--- src/rtl/simd_fp_flags_pkg.sv ---
package simd_fp_flags_pkg;

  localparam int unsigned WORD_W = 32;
  localparam int unsigned LANES  = 2;
  localparam int unsigned EV_W   = 8;
  localparam int unsigned LO     = 0;
  localparam int unsigned HI     = LANES - 1;

  // bit positions in the status word
  localparam int unsigned B_SOVH  = 31;
  localparam int unsigned B_IOV_H = 30;
  localparam int unsigned B_FP_H  = 24; // six flags at 29..24
  localparam int unsigned B_SUM   = 17; // five flags at 21..17
  localparam int unsigned B_IOV_L = 15;
  localparam int unsigned B_FP_L  = 9;  // six flags at 14..9
  localparam logic [WORD_W-1:0] WR_MASK = 32'hFF3E_FE00;

  typedef struct packed {
    logic int_ov;
    logic sticky;
    logic guard;
    logic inx;
    logic inv;
    logic dbz;
    logic unf;
    logic ovf;
  } lane_ev_t;

  typedef struct packed {
    logic guard;
    logic sticky;
    logic inv;
    logic dbz;
    logic unf;
    logic ovf;
  } lane_fp_t;

  typedef struct packed {
    logic inx;
    logic inv;
    logic dbz;
    logic unf;
    logic ovf;
  } sum_t;

  typedef struct packed {
    logic     sovh;
    logic     iov_hi;
    logic     iov_lo;
    lane_fp_t fp_hi;
    lane_fp_t fp_lo;
    sum_t     sum;
  } state_t;

  function automatic logic [WORD_W-1:0] pack_word(input state_t s);
    logic [WORD_W-1:0] w;
    w = '0;
    w[B_SOVH]            = s.sovh;
    w[B_IOV_H]           = s.iov_hi;
    w[B_FP_H +: 6]       = s.fp_hi;
    w[B_SUM +: 5]        = s.sum;
    w[B_IOV_L]           = s.iov_lo;
    w[B_FP_L +: 6]       = s.fp_lo;
    return w;
  endfunction

  function automatic state_t unpack_word(input logic [WORD_W-1:0] w);
    state_t s;
    s.sovh   = w[B_SOVH];
    s.iov_hi = w[B_IOV_H];
    s.fp_hi  = w[B_FP_H +: 6];
    s.sum    = w[B_SUM +: 5];
    s.iov_lo = w[B_IOV_L];
    s.fp_lo  = w[B_FP_L +: 6];
    return s;
  endfunction

endpackage

--- src/rtl/simd_fp_flags_lane.sv ---
module simd_fp_flags_lane
  import simd_fp_flags_pkg::*;
#(
  parameter bit HIGH_LANE = 1'b0
) (
  input  logic     valid_i,
  input  logic     is_int_i,
  input  logic     is_scalar_i,
  input  logic     dexc_i,
  input  lane_ev_t ev_i,
  input  lane_fp_t fp_q_i,
  input  logic     iov_q_i,
  output lane_fp_t fp_d_o,
  output logic     iov_d_o,
  output lane_ev_t ev_eff_o,
  output logic     dexc_eff_o
);

  logic fp_op, int_op, lane_on;

  assign fp_op   = valid_i & ~is_int_i;
  assign int_op  = valid_i & is_int_i;
  // scalar fp work runs in the low lane only
  assign lane_on = ~(HIGH_LANE & is_scalar_i);

  always_comb begin
    ev_eff_o   = '0;
    dexc_eff_o = 1'b0;
    if (fp_op && lane_on) begin
      ev_eff_o        = ev_i;
      ev_eff_o.int_ov = 1'b0;
      dexc_eff_o      = dexc_i;
    end else if (int_op) begin
      ev_eff_o.int_ov = ev_i.int_ov;
    end
  end

  always_comb begin
    fp_d_o = fp_q_i;
    if (fp_op) begin
      fp_d_o.ovf    = ev_eff_o.ovf;
      fp_d_o.unf    = ev_eff_o.unf;
      fp_d_o.dbz    = ev_eff_o.dbz;
      fp_d_o.inv    = ev_eff_o.inv;
      fp_d_o.guard  = ev_eff_o.guard  & ~dexc_eff_o;
      fp_d_o.sticky = ev_eff_o.sticky & ~dexc_eff_o;
    end
  end

  assign iov_d_o = int_op ? ev_eff_o.int_ov : iov_q_i;

endmodule

--- src/rtl/simd_fp_flags_sum.sv ---
module simd_fp_flags_sum
  import simd_fp_flags_pkg::*;
(
  input  lane_ev_t ev_hi_i,
  input  lane_ev_t ev_lo_i,
  input  logic     dexc_hi_i,
  input  logic     dexc_lo_i,
  input  logic     ovf_en_i,
  input  logic     unf_en_i,
  output sum_t     set_o,
  output logic     sovh_set_o
);

  logic any_dexc, any_ovf, any_unf, any_inx;

  assign any_dexc = dexc_hi_i | dexc_lo_i;
  assign any_ovf  = ev_hi_i.ovf | ev_lo_i.ovf;
  assign any_unf  = ev_hi_i.unf | ev_lo_i.unf;
  assign any_inx  = ev_hi_i.inx | ev_lo_i.inx;

  always_comb begin
    set_o.ovf = any_ovf;
    set_o.unf = any_unf;
    set_o.dbz = ev_hi_i.dbz | ev_lo_i.dbz;
    set_o.inv = ev_hi_i.inv | ev_lo_i.inv;
    // masked overflow is not gated by data exceptions; masked underflow is
    set_o.inx = (any_inx & ~any_dexc)
              | (any_ovf & ~ovf_en_i)
              | (any_unf & ~unf_en_i & ~any_dexc);
  end

  assign sovh_set_o = ev_hi_i.int_ov;

endmodule

--- src/rtl/simd_fp_flags.sv ---
module simd_fp_flags
  import simd_fp_flags_pkg::*;
(
  input  logic              clk_i,
  input  logic              rst_ni,
  input  logic              valid_i,
  input  logic              is_int_i,
  input  logic              is_scalar_i,
  input  logic [EV_W-1:0]   hi_ev_i,
  input  logic [EV_W-1:0]   lo_ev_i,
  input  logic              hi_dexc_i,
  input  logic              lo_dexc_i,
  input  logic              ovf_en_i,
  input  logic              unf_en_i,
  input  logic              wr_en_i,
  input  logic [WORD_W-1:0] wr_data_i,
  output logic [WORD_W-1:0] rdata_o
);

  state_t   st_q, st_d;
  lane_ev_t ev_in   [LANES];
  lane_ev_t ev_eff  [LANES];
  lane_fp_t fp_cur  [LANES];
  lane_fp_t fp_nxt  [LANES];
  logic     iov_cur [LANES];
  logic     iov_nxt [LANES];
  logic     dx_in   [LANES];
  logic     dx_eff  [LANES];
  sum_t     sum_set;
  logic     sovh_set;

  assign ev_in[LO]   = lane_ev_t'(lo_ev_i);
  assign ev_in[HI]   = lane_ev_t'(hi_ev_i);
  assign dx_in[LO]   = lo_dexc_i;
  assign dx_in[HI]   = hi_dexc_i;
  assign fp_cur[LO]  = st_q.fp_lo;
  assign fp_cur[HI]  = st_q.fp_hi;
  assign iov_cur[LO] = st_q.iov_lo;
  assign iov_cur[HI] = st_q.iov_hi;

  for (genvar g = 0; g < LANES; g++) begin : g_lane
    simd_fp_flags_lane #(
      .HIGH_LANE (g == HI)
    ) u_lane (
      .valid_i     (valid_i),
      .is_int_i    (is_int_i),
      .is_scalar_i (is_scalar_i),
      .dexc_i      (dx_in[g]),
      .ev_i        (ev_in[g]),
      .fp_q_i      (fp_cur[g]),
      .iov_q_i     (iov_cur[g]),
      .fp_d_o      (fp_nxt[g]),
      .iov_d_o     (iov_nxt[g]),
      .ev_eff_o    (ev_eff[g]),
      .dexc_eff_o  (dx_eff[g])
    );
  end

  simd_fp_flags_sum u_sum (
    .ev_hi_i    (ev_eff[HI]),
    .ev_lo_i    (ev_eff[LO]),
    .dexc_hi_i  (dx_eff[HI]),
    .dexc_lo_i  (dx_eff[LO]),
    .ovf_en_i   (ovf_en_i),
    .unf_en_i   (unf_en_i),
    .set_o      (sum_set),
    .sovh_set_o (sovh_set)
  );

  always_comb begin
    st_d = st_q;
    if (wr_en_i) begin
      st_d = unpack_word(wr_data_i);
    end else begin
      st_d.fp_hi  = fp_nxt[HI];
      st_d.fp_lo  = fp_nxt[LO];
      st_d.iov_hi = iov_nxt[HI];
      st_d.iov_lo = iov_nxt[LO];
      st_d.sum    = st_q.sum | sum_set;
      st_d.sovh   = st_q.sovh | sovh_set;
    end
  end

  always_ff @(posedge clk_i or negedge rst_ni) begin
    if (!rst_ni) st_q <= '0;
    else         st_q <= st_d;
  end

  assign rdata_o = pack_word(st_q);

endmodule

--- config.mk ---
export PLATFORM = sky130hd
export DESIGN_NAME = simd_fp_flags
export DESIGN_NICKNAME = d
export VERILOG_FILES = /design/src/rtl/simd_fp_flags_pkg.sv /design/src/rtl/simd_fp_flags_lane.sv /design/src/rtl/simd_fp_flags_sum.sv /design/src/rtl/simd_fp_flags.sv
export SDC_FILE = /design/constraint.sdc
export NUM_CORES = 1
export LEC_CHECK = 0
export ABC_CLOCK_PERIOD_IN_PS = 1180
export BUFFER_PORTS_ARGS = -buffer_cell sky130_fd_sc_hd__clkbuf_2
export CAP_MARGIN = 10
export CORE_MARGIN = 2
export CORE_UTILIZATION = 39
export DETAILED_ROUTE_END_ITERATION = 8
export PLACE_DENSITY_LB_ADDON = 0.1
export SYNTH_ARGS = -nofsm -noshare
export SYNTH_HDL_FRONTEND = slang
export SYNTH_SLANG_ARGS = --single-unit
--- constraint.sdc ---
create_clock -name clk_i -period 1.18 [get_ports clk_i]
set_input_delay 0.236 -clock clk_i [delete_from_list [all_inputs] [get_ports clk_i]]
set_output_delay 0.236 -clock clk_i [all_outputs]
set_load 0.02 [all_outputs]
==> results of run 1 <==
[routing by layer]
| metal | global-route usage | part of all wire | wire, µm |
|---|---|---|---|
| met1 | 0.183 | 0.41 | 1040 |
| met2 | 0.287 | 0.51 | 1300 |
| met3 | 0.0286 | 0.071 | 180 |
| met4 | 0.0487 | 0.0040 | 10 |
| met5 | 0 | 0 | 0 |
[through the flow]
step                      utilization  setup TNS (ns)
after detailed placement        0.528         -0.0301
after floorplan                     -               0
after global placement          0.528        -0.00784
after global routing            0.540               0
after CTS                       0.540               0
final                           0.540               0
[cells in the final DEF (no fill, tap or decap), drive strengths merged]
cell / count
dlygate4sd3: 1
a21oi: 12
nor3b: 2
o21ai: 17
nand2b: 5
dfrtp: 20
nor4: 1
a221o: 2
o21ba: 1
o21bai: 1
clkbuf: 68
nor3: 1
inv: 4
nor2b: 3
buf: 5
conb: 12
a2111oi: 1
o41a: 1
mux2i: 4
nand2: 20
a31oi: 1
nor2: 12
[worst max-delay path by stage]
stage                            from          end  slack, ns  depth (start not counted)
after floorplan            hi_ev_i[1]  rdata_o[21]       0.17                          4
after global placement       is_int_i  rdata_o[21]     -0.008                          5
after detailed placement     is_int_i  rdata_o[21]      -0.02                          5
after CTS                 rdata_o[25]  rdata_o[25]       0.07                          1
after global routing      rdata_o[14]  rdata_o[14]       0.04                          1
final                      rdata_o[9]   rdata_o[9]       0.09                          1
[area by class of cell]
class	count	area (µm²)	share of cell area
Inverter	4	15.0	0.00992
Multi-Input combinational cell	96	539	0.356
Tap cell	31	38.8	0.0256
Clock buffer	3	22.5	0.0149
Timing Repair Buffer	71	398	0.263
Sequential cell	20	500	0.331
[power breakdown]
part	internal, mW	switching [mW]
sequential	0.750	0.0356
clock	0.119	0.196
combinational	0.191	0.286
[logic make-up after synthesis]
group,share of synthesized area
simple gates,0.177
compound gates,0.210
buf+inv,0.147
flops,0.427
mux,0.0342
other cells,0.00320
[what timing repair did]
action                                 CTS  global route
endpoints found under the hold margin   20             0
hold buffers                             1             0
setup endpoints to repair                0             0
==> parameters.txt, run 1 <==
Parameter                              Value

Global route
  Initial antenna violation count    0
  First-pass GRT wire length    4110 µm
  Global route overflow    0
  Maximum number of pins on one net before global-route repair    21
  Via count of the first global-routing pass    978
  Overall track demand over capacity in global routing    0.157

Placement
  Number of instances in the placed design    221
  Final GP Congestion    0.759
  Setup slack at placement    -0.0176 ns
  Area post-placement    0.00148 mm²
  IO buf count    65
  Dpl hpwl    2040 µm

Finish
  Number of diodes    0
  Number of flip-flops in the largest register    20
  Nets    254
  Synth-to-Final Area Change    29.3%
  Number of fill cells in the layout    292
  Non-filler cells in the finished layout    225
  Proportion of layout cells with a drive suffix above 1    0.423
  Final Instance Area    0.00151 mm²

STA
  Worst hold-check slack    0.143 ns
  Final Max Slew Viols    0
  Minimum period implied by the final worst setup slack    1.09 ns
  Final setup violation count    0
  Setup slack of the critical path after layout    0.0917 ns
  Setup repair after global routing missed its margin    no
  Share of the clock period used by the worst path after layout    0.922
  Upper clock frequency limit    919 MHz
  Worst setup skew after layout    0 ns
  Final Hold Viols    0

Setup path
  Crit path max-delay family    flip-flops
  Setup crit start kind    flip-flop
  CP Data Arrival Time    0.85 ns
  Worst Reg-to-Reg Cells    1
  Worst setup slack for register-to-register paths    0.29 ns
  Reg2Reg Launch Point    rdata_o[21]
  FF-to-FF End    rdata_o[21]
  Endpoint type of the worst setup path    output pin
  Crit path buf inv count    1
  Critical Path, Cell by Cell    clkbuf_2
  Type of the setup path with the least slack    flip-flop to output pin
  Critical path peak fanout    2
  Worst EP required    0.94 ns
  Highest-delay cell along the critical path    dfrtp_1
  Slowest Stage Delay on Critical Path    0.41 ns

Synth
  Synth top area cells    dfrtp_1 (43%), buf_4 (9.0%), nand2_1 (6.4%), o21ai_1 (5.6%), a21oi_1 (3.8%)
  Synthesized area divided by synthesized cell count    9.01 µm²
  Seq cells post-synth    20
  Synth unique cells    28
  Number of flops mapped to enable cells by yosys    0
  Synth top area share    0.427
  Most frequently used flop master after synthesis    dfrtp_1
  Post-synthesis async set-or-reset flop share    1.00
  Most area-hungry cell type in the Yosys netlist    dfrtp_1
  Total number of yosys warnings    0
  Gate count of the mapped netlist    130
  Post-synthesis cell area    0.00117 mm²
  Most instantiated cells after synthesis    dfrtp_1 (20), nand2_1 (20), buf_4 (14), o21ai_1 (13), nor2_1 (11)
  Sequential share of the synthesized area    0.427

Detailed routing
  Average routed wire per standard cell    11.2 µm
  Drt via density    4.76
  Number of violations reported at the end of detailed-routing iteration 0    28
  Post-DRT Antenna Nets    0
  Drt pass-1 iters    6
  Total Routed Length    2520 µm
  Via count of the routed design    1070
  Number of DRC violations after detailed routing    6

Floorplan
  Die area    0.00346 mm²
  Area of the placeable core    0.00281 mm²
  Chip Height    58.8 µm
  Chip width    58.8 µm
  Floorplan row count    19
  Starting utilization of the core area    0.417
  Number of top-level design ports    90

Run status
  Result of the run    complete, but fails checks
  Failing checks    DRC

Clocking
  Worst skew pair latency    0.29 ns
  CTS tree    done
  Number of sinks on the clock net    20
  Clock tree root buffer cell    clkbuf_4
  Clock-pin slew on the worst setup and hold paths    0.11 ns
  CTS buffer count    3
  # Post-CTS Setup Buffers    0
  Number of levels in the clock H-tree    1
  CTS max path bufs    2
  Number of gates given a new drive strength after cts    0

Pwr
  Leakage power summed over all cells    0.810 nW
  Worst ir drop on vdd    0.470 mV
  Power consumption    1.58 mW
  Power per cell area    1040 mW/mm²

Hold path
  Worst Hold Depth    3
  Hold crit path type    primary input to flip-flop
  Hold path startpoint    wr_data_i[30]
  Hold Crit Endpoint    rdata_o[30]

Run
  Number of max-cap violations    0
Power figures use the tool's default switching activity.
==> inputs of run 2 (changes only) <==
BUFFER_PORTS_ARGS = -buffer_cell sky130_fd_sc_hd__buf_2   (was -buffer_cell sky130_fd_sc_hd__clkbuf_2)
SKIP_CTS_REPAIR_TIMING = 1   (was unset)
==> run 2 against run 1 <==
Net effect:
- the run still ends with DRC left
- critical path type unchanged
- routed wire length fell by 0.28%
- combinational power hardly changed
- sequential share of layout area shrank 0.48 points
- die area unchanged
- worst setup slack lost 0.0033 ns
- non-clock buffer count decreased by 1
- worst hold slack better by 0.0020 ns
- design area increased by 1.5%
- utilization up 0.80 points
- count of clock-buffer cells in the layout unchanged
- flip-flop and latch count unchanged
- critical path depth is the same
==> parameters.txt, run 2 (synthesized netlist as in run 1, its figures left out) <==
Parameter                              Value

Run status
  Result of the run    complete, but fails checks (unchanged)
  Failing checks    DRC (unchanged)

Hold path
  Hold crit path type    primary input to flip-flop (unchanged)
  Worst Hold Depth    3 (unchanged)
  Hold path startpoint    wr_data_i[26] (was wr_data_i[30])

Setup path
  Endpoint type of the worst setup path    output pin (unchanged)
  Critical Path, Cell by Cell    buf_2 (was clkbuf_2)
  Crit path max-delay family    flip-flops (unchanged)
  Critical Path Start    rdata_o[31] (was rdata_o[9])
  Slowest Stage Delay on Critical Path    0.40 ns (was 0.41 ns)
  Crit path depth    1 (unchanged)
  Highest-delay cell along the critical path    dfrtp_1 (unchanged)
  Setup crit start kind    flip-flop (unchanged)
  Reg2Reg Launch Point    rdata_o[21] (unchanged)
  Critical path peak fanout    2 (unchanged)
  Worst EP required    0.94 ns (about the same)
  Worst Reg-to-Reg Cells    1 (unchanged)
  Type of the setup path with the least slack    flip-flop to output pin (unchanged)
  CP Data Arrival Time    0.86 ns (was 0.85 ns)
  Crit path buf inv count    1 (unchanged)

Finish
  Number of fill cells in the layout    277 (was 292)
  Number of diodes    0 (unchanged)
  Most frequent standard cell in the layout excluding fill and tap cells    buf_2 (was clkbuf_2)
  Proportion of layout cells with a drive suffix above 1    0.423 (unchanged)
  Area taken by multi-input logic gates    539 µm² (unchanged)
  Number of flip-flops in the largest register    20 (unchanged)
  Synth-to-Final Area Change    31.2% (was 29.3%)
  Most used cells in the layout excluding fill and tap cells    buf_2 (65), nand2_1 (20), dfrtp_1 (20) (was clkbuf_2 (65), nand2_1 (20), dfrtp_1 (20))
  Area taken by flip-flops and latches    500 µm² (unchanged)
  Nets    253 (was 254)

Detailed routing
  Post-DRT Antenna Nets    0 (unchanged)
  Number of DRC violations after detailed routing    6 (unchanged)
  Drt pass-1 iters    6 (unchanged)
  Number of violations reported at the end of detailed-routing iteration 0    52 (was 28)
  Total Routed Length    2520 µm (about the same)
  Average routed wire per standard cell    11.2 µm (about the same)
  Via count of the routed design    1049 (was 1070)
  Drt via density    4.66 (was 4.76)

Global route
  First-pass GRT wire length    4080 µm (was 4110 µm)
  Overall track demand over capacity in global routing    0.154 (was 0.157)
  Global route overflow    0 (unchanged)
  Initial antenna violation count    0 (unchanged)
  Maximum number of pins on one net before global-route repair    21 (unchanged)
  Via count of the first global-routing pass    991 (was 978)

Pwr
  Power per cell area    1180 mW/mm² (was 1040 mW/mm²)
  Worst ir drop on vdd    0.659 mV (was 0.470 mV)
  Leakage power summed over all cells    0.809 nW (was 0.810 nW)
  Power consumption    1.81 mW (was 1.58 mW)

Floorplan
  Starting utilization of the core area    0.417 (unchanged)
  Number of top-level design ports    90 (unchanged)
  Floorplan row count    19 (unchanged)
  Chip width    58.8 µm (unchanged)
  Area of the placeable core    0.00281 mm² (unchanged)
  Die area    0.00346 mm² (unchanged)
  Chip Height    58.8 µm (unchanged)

Clocking
  Worst skew pair latency    0.29 ns (about the same)
  Clock tree root buffer cell    clkbuf_4 (unchanged)
  CTS max path bufs    2 (unchanged)
  Clock-pin slew on the worst setup and hold paths    0.11 ns (about the same)
  CTS buffer count    3 (unchanged)
  Number of levels in the clock H-tree    1 (unchanged)
  Number of sinks on the clock net    20 (unchanged)
  CTS tree    done (unchanged)

STA
  Worst setup skew after layout    0 ns (unchanged)
  Minimum period implied by the final worst setup slack    1.09 ns (about the same)
  Upper clock frequency limit    916 MHz (was 919 MHz)
  Worst hold-check slack    0.145 ns (was 0.143 ns)
  Final Hold Viols    0 (unchanged)
  Setup repair after global routing missed its margin    no (unchanged)
  Share of the clock period used by the worst path after layout    0.925 (was 0.922)
  Final Max Slew Viols    0 (unchanged)
  Final setup violation count    0 (unchanged)

Run
  Number of max-cap violations    0 (unchanged)

Placement
  Final GP Congestion    0.766 (was 0.759)
  IO buf count    65 (unchanged)
  Dpl hpwl    2030 µm (was 2040 µm)
run 2: changes by cell type in the layout (fill, tap and decap cells not counted), sizes merged:
cell,before,now
clkbuf,68,3
bufinv,0,1
buf,5,69
run 2: tightest hold or removal path, stage by stage:
cell and delay [ns]:
buf_2 0.07, nand2_1 0.04, o21ai_1 0.05
run 2: power by group:
group / total, mW / leakage [nW] / internal (mW) / switching, mW
clock: 0.551 / 0.0279 / 0.343 / 0.208
sequential: 0.782 / 0.242 / 0.750 / 0.0323
combinational: 0.476 / 0.539 / 0.191 / 0.285
run 2: through the flow:
stage / cell area [µm²] / std cells / setup TNS (ns) / worst slack, ns / util
global placement: 1470 / 220 / -0.0267 / -0.00864 / 0.525
detailed placement: 1470 / 220 / -0.0269 / -0.0158 / 0.525
global route: 1540 / 225 / 0 / 0.0203 / 0.548
finish: 1540 / 225 / 0 / 0.0884 / 0.548
CTS: 1530 / 224 / 0 / 0.0673 / 0.544
floorplan: 1210 / 141 / 0 / 0.174 / -
run 2: layout make-up:
cell class	count	area share
multi-input combinational	96	0.351
clock buffer	3	0.0147
clock inverter	1	0.0195
tap	31	0.0252
timing repair buffer	70	0.254
sequential	20	0.326
inverter	4	0.00977
run 2: worst paths after layout:
| kind | end | slack [ns] |
|---|---|---|
| max reg2reg | rdata_o[21] | 0.29 |
| min in group asynchronous | rdata_o[13] | 0.41 |
| max in group asynchronous | rdata_o[18] | 0.46 |
| max | rdata_o[31] | 0.09 |
| min | rdata_o[26] | 0.14 |
| min reg2reg | rdata_o[21] | 0.52 |
run 2: per-layer routing:
layer / wire [µm] / global-route usage / up-vias / share of wire
li1: - / - / 538 / -
met3: 180 / 0.0352 / 2 / 0.072
met4: 10 / 0.0649 / 0 / 0.0040
met1: 1050 / 0.182 / 467 / 0.42
met2: 1280 / 0.267 / 42 / 0.51
met5: 0 / 0 / - / 0
